$ cat config.mk
export PLATFORM = sky130hd
export DESIGN_NAME = link_downgrade_ctrl
export DESIGN_NICKNAME = d
export VERILOG_FILES = /design/src/rtl/dgr_pkg.sv /design/src/rtl/dgr_err_window.sv /design/src/rtl/dgr_ladder.sv /design/src/rtl/link_downgrade_ctrl.sv
export SDC_FILE = /design/constraint.sdc
export NUM_CORES = 1
export LEC_CHECK = 0
export CELL_PAD_IN_SITES_DETAIL_PLACEMENT = 0
export CELL_PAD_IN_SITES_GLOBAL_PLACEMENT = 2
export CORE_UTILIZATION = 29
export CTS_CLUSTER_DIAMETER = 200
export CTS_CLUSTER_SIZE = 25
export DETAILED_ROUTE_END_ITERATION = 12
export GPL_ROUTABILITY_DRIVEN = 0
export GPL_TIMING_DRIVEN = 0
export HOLD_SLACK_MARGIN = 0.05
export PLACE_DENSITY = 0.7
export SLEW_MARGIN = 20
export SYNTH_ARGS = -nofsm -noshare
export SYNTH_HDL_FRONTEND = slang
export SYNTH_SLANG_ARGS = --single-unit
$ cat constraint.sdc
create_clock -name clk -period 1.5 [get_ports clk]
set_input_delay 0.15 -clock clk [delete_from_list [all_inputs] [get_ports clk]]
set_output_delay 0.15 -clock clk [all_outputs]
set_load 0.1 [all_outputs]
$ cat src/rtl/dgr_pkg.sv
package dgr_pkg;

   // Transfer-mode code: kind bit then level
   typedef struct packed {
      logic       is_udma;
      logic [2:0] level;
   } xfer_mode_t;

   localparam logic [2:0] PIO_TOP_LEVEL = 3'd4;

   function automatic xfer_mode_t pio_entry();
      xfer_mode_t m;
      m.is_udma = 1'b0;
      m.level   = PIO_TOP_LEVEL;
      return m;
   endfunction

endpackage

$ cat src/rtl/dgr_err_window.sv
module dgr_err_window #(
   parameter int ERR_LIMIT = 3,
   parameter int WIN_TICKS = 900
) (
   input  logic clk,
   input  logic rst_n,
   input  logic err_in,
   input  logic tick_in,
   output logic trip_o
);

   localparam int CW = $clog2(ERR_LIMIT + 1);
   localparam int TW = (WIN_TICKS > 2) ? $clog2(WIN_TICKS) : 1;
   localparam logic [CW-1:0] LIM = CW'(ERR_LIMIT);

   initial begin
      if (ERR_LIMIT < 1) $error("ERR_LIMIT must be at least 1");
      if (WIN_TICKS == 1) $error("WIN_TICKS must be 0 or at least 2");
   end

   logic [CW-1:0] cnt_q;
   logic          expire;

   assign trip_o = err_in && (cnt_q == LIM);

   generate
      if (WIN_TICKS == 0) begin : g_no_window
         assign expire = 1'b0;
      end else begin : g_window
         localparam logic [TW-1:0] LAST = TW'(WIN_TICKS - 1);
         logic [TW-1:0] tcnt_q;
         assign expire = tick_in && (cnt_q != '0) && (tcnt_q == LAST);
         always_ff @(posedge clk) begin
            if (!rst_n || trip_o || expire || (cnt_q == '0)) begin
               tcnt_q <= '0;
            end else if (tick_in) begin
               tcnt_q <= tcnt_q + 1'b1;
            end
         end

         tick_bound_chk: assert property (@(posedge clk) disable iff (!rst_n)
            tcnt_q <= LAST);
      end
   endgenerate

   always_ff @(posedge clk) begin
      if (!rst_n || trip_o) begin
         cnt_q <= '0;
      end else if (expire) begin
         cnt_q <= err_in ? CW'(1) : '0;
      end else if (err_in) begin
         cnt_q <= cnt_q + 1'b1;
      end
   end


   count_bound_chk: assert property (@(posedge clk) disable iff (!rst_n)
      cnt_q <= LIM);

   clear_after_trip_chk: assert property (@(posedge clk) disable iff (!rst_n)
      trip_o |=> (cnt_q == '0));

endmodule

$ cat src/rtl/dgr_ladder.sv
module dgr_ladder
   import dgr_pkg::*;
#(
   parameter int PHY_W       = 2,
   parameter int PHY_FLOOR   = 1,
   parameter int PIO_FLOOR   = 3,
   parameter bit PHY_STEP_EN = 1'b1
) (
   input  logic             clk,
   input  logic             rst_n,
   input  logic             step_i,
   input  logic             is_sata_i,
   input  logic [PHY_W-1:0] phy_init_i,
   input  logic [3:0]       mode_init_i,
   output logic [PHY_W-1:0] phy_o,
   output logic [3:0]       mode_o,
   output logic             change_o,
   output logic             floor_o
);

   localparam logic [PHY_W-1:0] PHY_MIN = PHY_W'(PHY_FLOOR);
   localparam logic [2:0]       PIO_MIN = 3'(PIO_FLOOR);

   initial begin
      if (PHY_W < 1) $error("PHY_W must be at least 1");
      if (PIO_FLOOR > 4) $error("PIO_FLOOR must not exceed 4");
   end

   logic [PHY_W-1:0] phy_q, phy_n;
   xfer_mode_t       mode_q, mode_n;
   logic             change_q, floor_q;
   logic             moved, stuck, phy_can;

   generate
      if (PHY_STEP_EN) begin : g_phy_rung
         assign phy_can = is_sata_i && (phy_q > PHY_MIN);
      end else begin : g_no_phy_rung
         assign phy_can = 1'b0;
      end
   endgenerate

   always_comb begin
      phy_n  = phy_q;
      mode_n = mode_q;
      moved  = 1'b0;
      stuck  = 1'b0;
      if (step_i) begin
         if (phy_can) begin
            phy_n = phy_q - 1'b1;
            moved = 1'b1;
         end else if (mode_q.is_udma) begin
            if (mode_q.level != 3'd0) mode_n.level = mode_q.level - 3'd1;
            else                      mode_n = pio_entry();
            moved = 1'b1;
         end else if (mode_q.level > PIO_MIN) begin
            mode_n.level = mode_q.level - 3'd1;
            moved = 1'b1;
         end else begin
            stuck = 1'b1;
         end
      end
   end

   always_ff @(posedge clk) begin
      if (!rst_n) begin
         phy_q    <= phy_init_i;
         mode_q   <= mode_init_i;
         change_q <= 1'b0;
         floor_q  <= 1'b0;
      end else begin
         phy_q    <= phy_n;
         mode_q   <= mode_n;
         change_q <= moved;
         floor_q  <= floor_q | stuck;
      end
   end

   assign phy_o    = phy_q;
   assign mode_o   = mode_q;
   assign change_o = change_q;
   assign floor_o  = floor_q;


   strobe_means_change_chk: assert property (@(posedge clk) disable iff (!rst_n)
      change_q |-> ((phy_q != $past(phy_q)) || (mode_q != $past(mode_q))));

   no_silent_change_chk: assert property (@(posedge clk) disable iff (!rst_n)
      (!change_q && $past(rst_n)) |-> ($stable(phy_q) && $stable(mode_q)));

   floor_sticky_chk: assert property (@(posedge clk) disable iff (!rst_n)
      $past(floor_q) |-> floor_q);

   pata_phy_hold_chk: assert property (@(posedge clk) disable iff (!rst_n)
      (!is_sata_i && !$past(is_sata_i) && $past(rst_n)) |-> $stable(phy_q));

endmodule

$ cat src/rtl/link_downgrade_ctrl.sv
module link_downgrade_ctrl #(
   parameter int ERR_LIMIT = 3,
   parameter int WIN_TICKS = 900,
   parameter int PHY_W     = 2,
   parameter int PHY_FLOOR = 1,
   parameter int PIO_FLOOR = 3
) (
   input  logic             clk,
   input  logic             rst_n,
   input  logic             err_pulse,
   input  logic             time_tick,
   input  logic             link_is_sata,
   input  logic [PHY_W-1:0] phy_limit,
   input  logic [3:0]       init_mode,
   output logic [PHY_W-1:0] phy_speed,
   output logic [3:0]       xfer_mode,
   output logic             cfg_change,
   output logic             at_floor
);

   logic trip;

   dgr_err_window #(
      .ERR_LIMIT(ERR_LIMIT),
      .WIN_TICKS(WIN_TICKS)
   ) u_window (
      .clk    (clk),
      .rst_n  (rst_n),
      .err_in (err_pulse),
      .tick_in(time_tick),
      .trip_o (trip)
   );

   dgr_ladder #(
      .PHY_W      (PHY_W),
      .PHY_FLOOR  (PHY_FLOOR),
      .PIO_FLOOR  (PIO_FLOOR),
      .PHY_STEP_EN(1'b1)
   ) u_ladder (
      .clk        (clk),
      .rst_n      (rst_n),
      .step_i     (trip),
      .is_sata_i  (link_is_sata),
      .phy_init_i (phy_limit),
      .mode_init_i(init_mode),
      .phy_o      (phy_speed),
      .mode_o     (xfer_mode),
      .change_o   (cfg_change),
      .floor_o    (at_floor)
   );


   one_step_per_trip_chk: assert property (@(posedge clk) disable iff (!rst_n)
      (!trip && $past(rst_n)) |=> !cfg_change);

endmodule

==> metrics.yaml, run 1 <==
cells_and_area:
  stdcell_count: 182
  drive_gt1_frac: 0.346
  register_area_sq_um: 463
  multi_input_area_sq_um: 677
  syn2layout_area_growth_pct: 43.0
  nFillCells: 345
  layout.nets: 155
  antenna_cells_inserted: 0
synth:
  synth_compound_area_frac: 0.0640
  synth_edf_count: 6
  synth_top_family_by_area: "simple AND/OR/NAND/NOR gates"
  synth_top_cells_by_area: "dfxtp_1, edfxtp_1, ha_1"
  netlist_instances: 109
  seq_area_frac_synth: 0.428
  yosys.area.top_type_share: 0.260
  post_synth_xor_area_fraction: 0.0733
  synthAdderAreaFrac: 0.0814
  synth_commonest_cells: "dfxtp_1, nor2_1, inv_1"
  synth.area.mux_share: 0.0965
  synth_top_flop_cell: "dfxtp_1"
  syn_avg_cell_area_sq_um: 9.87
  syn_area_sq_um: 1080
  yosysMostFrequentCell: "dfxtp_1"
  ys_warn_count: 0
  synth_seq_cells: 20
  synth-simple-area-share: 0.203
  synth_fp_nets: 127
  synth.largest_area_cell: "dfxtp_1"
  synth_cell_types: 32
  async_flop_share: 0
worst_setup_path:
  cpPeakStageDelay_ns: 0.43
  critPathMaxFanout: 3
  cp.arrival_ns: 1.81
  cpLargestDelayFamily: "simple AND/OR/NAND/NOR gates"
  critPathSlowestCell: "or4_4"
  crit_buf_inv: 1
  crit_path_start_kind: "register"
  critPathKind: "register to register"
  cp_cell_sequence: "inv_2 -> ha_4 -> or4_4 -> o41ai_4 -> mux2i_1 -> and2_1"
  end_kind: "register"
  required_ns: 1.71
clock_tree:
  h-tree-depth: 1
  cts_sinks: 20
  cts.path.max_buffers: 2
  cts_hold_buf: 0
  insertion_delay_ns: 0.26
  cts_inserted_buffers: 3
  root_buffer: "clkbuf_8"
  clk_pin_slew_ns: 0.08
  cts_tree: "done"
global_routing:
  grt_max_degree: 12
  first_global_vias: 869
  overflow: 0
  antenna_found_initial: 0
  grt_first_pass_wirelength_microns: 3910
  grt.total_usage: 0.127
job:
  maxCapViolations: 0
routing:
  drtAntennaViolNets: 0
  firstDrtPassIters: 4
  wl_per_cell_microns: 12.4
  routed_via_density: 4.60
  drcViolationCount: 0
  vias: 838
  drt_iter0_drc: 45
  routed_wl_microns: 2260
placed_design:
  post-dp-hpwl_microns: 1550
  place_ws_ns: -0.280
  place.port_buffers: 16
  dp.cells: 171
min_path:
  hold_class: "input pin to register"
power_and_ir_drop:
  pwr-share-seq: 0.441
  pwr-share-comb: 0.249
  power.density_nw_per_um2: 891
  netSwitchingPower_w: 0.000416
  leakagePower_nw: 0.595
  swShare: 0.303
  peakVddDrop_mv: 0.481
  p_int_w: 0.000955
  power_frac_clock: 0.309
run_status:
  violations: "setup timing"
  outcome: "complete, but fails checks"
floorplan:
  core_sq_um: 3440
  core.rowCount: 21
  dieWidth_microns: 62.9
  ios: 19
  dieArea_sq_um: 3960
  dieHeight_microns: 62.9
  start_util: 0.313
timing:
  period_needed_ns: 1.60
  max_freq_mhz: 626
  tightest_slew_ns: 0.547
  setup_violations: 3
  relSlewSlack: 0.637
  finalSetupTns_ns: -0.111
  finalHoldViolCount: 0
  period_share: 1.06
  drv_slew: 0
  skew_ns: 0.00324
  layout_setup_ws_ns: -0.0971
  rsz0062_at_grt: "yes"
-- cells in the final DEF, fill, tap and decap left out, types with 5 or more instances in the layout --
cell type	netlist	routed
dfxtp_1	14	12
edfxtp_1	6	6
xor2_1	8	8
clkdlybuf4s15_2	0	7
clkdlybuf4s50_1	0	8
inv_1	9	5
mux2i_1	7	7
nor2_1	12	12
buf_4	1	7
nand2_1	6	6
-- timing repair --
item / 4_1_cts / 5_1_grt
gates resized for setup: 38 / 6
pin swaps: 6 / 4
cloned: 0 / 0
setup buffers: 4 / 3
endpoints found under the setup margin: 22 / 17
endpoints found under the hold margin: 0 / 0
-- layer usage --
metal / part of all wire / wire length, microns / global-route usage / vias up
li1: - / - / - / 436
met5: 0 / 0 / 0 / -
met4: 0.019 / 44 / 0.0610 / 0
met1: 0.47 / 1070 / 0.156 / 381
met2: 0.47 / 1070 / 0.208 / 16
met3: 0.035 / 80 / 0.0255 / 5
-- metrics by stage --
step / utilization / hold slack (ns) / power (W) / cell area [sq um]
2_1_floorplan: - / 0.368 / 0.000834 / 1110
3_3_place_gp: 0.386 / 0.458 / 0.000908 / 1330
3_5_place_dp: 0.386 / 0.465 / 0.000912 / 1330
4_1_cts: 0.430 / 0.180 / 0.00136 / 1480
5_1_grt: 0.447 / 0.212 / 0.00144 / 1540
6_report: 0.447 / 0.194 / 0.00137 / 1540
-- area by class of cell --
class	count	share of cell area
multi-input cells	77	0.440
repair buffers	23	0.149
flip-flops and latches	20	0.301
well taps	46	0.0374
clock buffers	4	0.0358
plain buffers	3	0.0154
inverters	9	0.0220
-- power by group through the flow --
stage          sequential (W)  clock [W]  combinational [W]
3_3_place_gp         0.000617          0           0.000291
4_1_cts              0.000606   0.000437           0.000321
3_5_place_dp         0.000617          0           0.000294
2_1_floorplan        0.000722          0           0.000112
6_report             0.000605   0.000424           0.000342
5_1_grt              0.000610   0.000461           0.000371
-- worst min-delay path, delay by kind of cell --
family,cells,cell delay (ns)
AND/OR/NAND/NOR,1,0.08
AO/OA/AOI/OAI,1,0.04
buffers and inverters,1,0.14
-- final timing paths --
| kind | depth (start not counted) | from | end | slack (ns) |
|---|---|---|---|---|
| setup / recovery | 6 | u_window.cnt_q[0] | u_window.cnt_q[0] | -0.1 |
| hold / removal | 3 | err_pulse | u_ladder.change_o | 0.19 |
| setup reg to reg | 6 | u_window.cnt_q[0] | u_window.cnt_q[0] | -0.1 |
| hold reg to reg | 1 | u_ladder.floor_o | u_ladder.floor_o | 0.49 |
-- sequential cells by signal, indices dropped and copies added, names as in the netlist --
signal and count:
u_ladder.mode_o 4, u_ladder.phy_o 2, u_ladder.floor_o 1, u_window.cnt_q 2, u_ladder.change_o 1, u_window.g_window.tcnt_q 10
-- cell families (layout without fill, tap and decap cells) --
logic type               after synthesis  in the layout
AND/OR/NAND/NOR                       42             42
flip-flops                            20             20
buffers and inverters                 12             39
multiplexers                          10             10
AO/OA/AOI/OAI                          9              9
XOR/XNOR                               9              9
adder cells (fa/ha/maj)                7              7
(Power assumes the default switching activity.)
==> inputs of run 2 (changes only) <==
--- a/config.mk
+++ b/config.mk
@@ -14,7 +14,7 @@
 export GPL_ROUTABILITY_DRIVEN = 0
 export GPL_TIMING_DRIVEN = 0
 export HOLD_SLACK_MARGIN = 0.05
-export PLACE_DENSITY = 0.7
+export PLACE_DENSITY = 0.78
 export SLEW_MARGIN = 20
 export SYNTH_ARGS = -nofsm -noshare
 export SYNTH_HDL_FRONTEND = slang
==> run 2 against run 1 <==
The flow still finishes with violations (setup timing). Die area is the same. Count of clock-buffer cells in the layout shrank 1. Wire length shrank 4.7%. Core utilization shrank 1.2 points. Sequential share of layout area grew 0.86 points. Worst hold slack lost 0.011 ns. Critical endpoint unchanged. Highest routed layer unchanged.
==> metrics.yaml, run 2 (synthesis results as in run 1) <==
run_status:
  outcome: "complete, but fails checks"
  violations: "setup timing"
timing:
  drv_slew: 0  # unchanged
  tightest_slew_ns: 0.543  # -0.00343 ns
  relSlewSlack: 0.640  # +0.00228
  layout_setup_ws_ns: -0.115  # -0.0178 ns
  skew_ns: 0.0104  # +0.00720 ns
  rsz0062_at_grt: "yes"
  finalHoldViolCount: 0  # unchanged
  period_needed_ns: 1.61  # +0.0178 ns
  period_share: 1.08  # +0.0118
  setup_violations: 1  # -2
  max_freq_mhz: 619  # -1.1%
clock_tree:
  insertion_delay_ns: 0.26  # about the same
  cts_inserted_buffers: 3  # unchanged
  clk_pin_slew_ns: 0.08  # about the same
  cts_sinks: 20  # unchanged
  cts_hold_buf: 0  # unchanged
  cts_tree: "done"
  h-tree-depth: 1  # unchanged
  root_buffer: "clkbuf_8"
  cts.path.max_buffers: 2  # unchanged
floorplan:
  dieArea_sq_um: 3960  # unchanged
  ios: 19  # unchanged
  dieHeight_microns: 62.9  # unchanged
  core_sq_um: 3440  # unchanged
  core.rowCount: 21  # unchanged
  dieWidth_microns: 62.9  # unchanged
  start_util: 0.313  # unchanged
placed_design:
  post-dp-hpwl_microns: 1530  # -1.1%
  place.port_buffers: 16  # unchanged
  dp.cells: 171  # unchanged
  placedInstanceArea_sq_um: 1330  # unchanged
worst_setup_path:
  cp.arrival_ns: 1.82  # about the same
  crit_buf_inv: 1  # unchanged
  crit_path_start_kind: "register"
  critPathMaxFanout: 3  # unchanged
  end_kind: "register"
  required_ns: 1.71  # about the same
  cpPeakStageDelay_ns: 0.43  # about the same
  critPathSlowestCell: "or4_4"
  critPathKind: "register to register"
  cpLargestDelayFamily: "simple AND/OR/NAND/NOR gates"
  cp_cell_sequence: "inv_2 -> ha_4 -> or4_4 -> o41ai_4 -> mux2i_1 -> and2_1"
power_and_ir_drop:
  leakagePower_nw: 0.582  # -2.3%
  peakVddDrop_mv: 0.656  # +36%
  power.density_nw_per_um2: 978  # +9.7%
routing:
  routed_via_density: 4.65  # +0.99%
  vias: 837  # -0.12%
  routed_wl_microns: 2160  # -4.7%
  firstDrtPassIters: 3  # -1
  wl_per_cell_microns: 12.0  # -3.6%
  drtAntennaViolNets: 0  # unchanged
  drt_iter0_drc: 17  # -62%
  drcViolationCount: 0  # unchanged
cells_and_area:
  syn2layout_area_growth_pct: 39.1
  drive_gt1_frac: 0.328  # -0.0172
  stdcell_count: 180  # -1.1%
  layout_common_cells: "nor2_1, dfxtp_1, xor2_1, clkdlybuf4s50_1, mux2i_1"
  largest_register_ffs: 10  # unchanged
  fin_util: 0.435  # -0.0124
  layout.nets: 153  # -1.3%
  antenna_cells_inserted: 0  # unchanged
  design_area_sq_um: 1500  # -2.8%
  largest-register: "u_window.g_window.tcnt_q"
global_routing:
  overflow: 0  # unchanged
  first_global_vias: 821  # -5.5%
  grt_max_degree: 13  # +1
  grt.total_usage: 0.121  # -0.00532
  grt_first_pass_wirelength_microns: 3770  # -3.5%
  antenna_found_initial: 0  # unchanged
job:
  maxCapViolations: 0  # unchanged
min_path:
  hold_class: "input pin to register"
==> run 2: worst min-delay path, stage by stage <==
cell     delay, ns
buf_4         0.14
nand3_1       0.08
a21oi_1       0.04
==> run 2: power by group <==
group          switching [W]  internal (W)  total [W]
Sequential         0.0000202      0.000584   0.000604
Combinational       0.000199      0.000122   0.000321
Clock               0.000182      0.000356   0.000538
==> run 2: repair_timing <==
item,CTS,global route
gates resized for setup,35,7
setup endpoints to repair,23,18
setup buffers,3,2
cloned,0,0
pin swaps,6,7
==> run 2: per-stage QoR <==
step / hold WS [ns] / setup TNS (ns) / power [W] / setup WS [ns]
6_report: 0.183 / -0.115 / 0.00146 / -0.115
5_1_grt: 0.179 / -1.60 / 0.00154 / -0.213
4_1_cts: 0.175 / -1.35 / 0.00148 / -0.281
3_5_place_dp: 0.455 / -3.89 / 0.000912 / -0.282
3_3_place_gp: 0.448 / -3.53 / 0.000906 / -0.273
2_1_floorplan: 0.368 / -5.49 / 0.000834 / -0.547
==> run 2: path summary, 6_finish.rpt <==
path	from	to	slack (ns)	cells past startpoint
hold / removal	err_pulse	u_ladder.change_o	0.18	3
setup / recovery	u_window.cnt_q[0]	u_window.cnt_q[0]	-0.11	6
setup reg to reg	u_window.cnt_q[0]	u_window.cnt_q[0]	-0.11	6
hold reg to reg	u_ladder.floor_o	u_ladder.floor_o	0.47	1
==> run 2: area by class of cell <==
cell class / count / area (sq um)
well taps: 46 / 57.6
flip-flops and latches: 20 / 463
plain buffers: 3 / 23.8
fillers: 344 / 1950
clock buffers: 3 / 41.3
repair buffers: 21 / 195
clock inverters: 1 / 30.0
inverters: 9 / 33.8
multi-input cells: 77 / 652
==> run 2: metal layers <==
| metal | vias to the layer above | part of all wire | GRT usage |
|---|---|---|---|
| met2 | 19 | 0.48 | 0.208 |
| met3 | 2 | 0.056 | 0.0438 |
| met4 | 0 | 0.0056 | 0.0262 |
| met1 | 385 | 0.46 | 0.143 |
| li1 | 431 | - | - |
| met5 | - | 0 | 0 |
==> inputs of run 3 (changes only) <==
--- a/config.mk
+++ b/config.mk
@@ -11,7 +11,6 @@
 export CTS_CLUSTER_DIAMETER = 200
 export CTS_CLUSTER_SIZE = 25
 export DETAILED_ROUTE_END_ITERATION = 12
-export GPL_ROUTABILITY_DRIVEN = 0
 export GPL_TIMING_DRIVEN = 0
 export HOLD_SLACK_MARGIN = 0.05
 export PLACE_DENSITY = 0.78
==> results of run 3 <==
Final layout, timing and power as in run 2 (identical DEF).
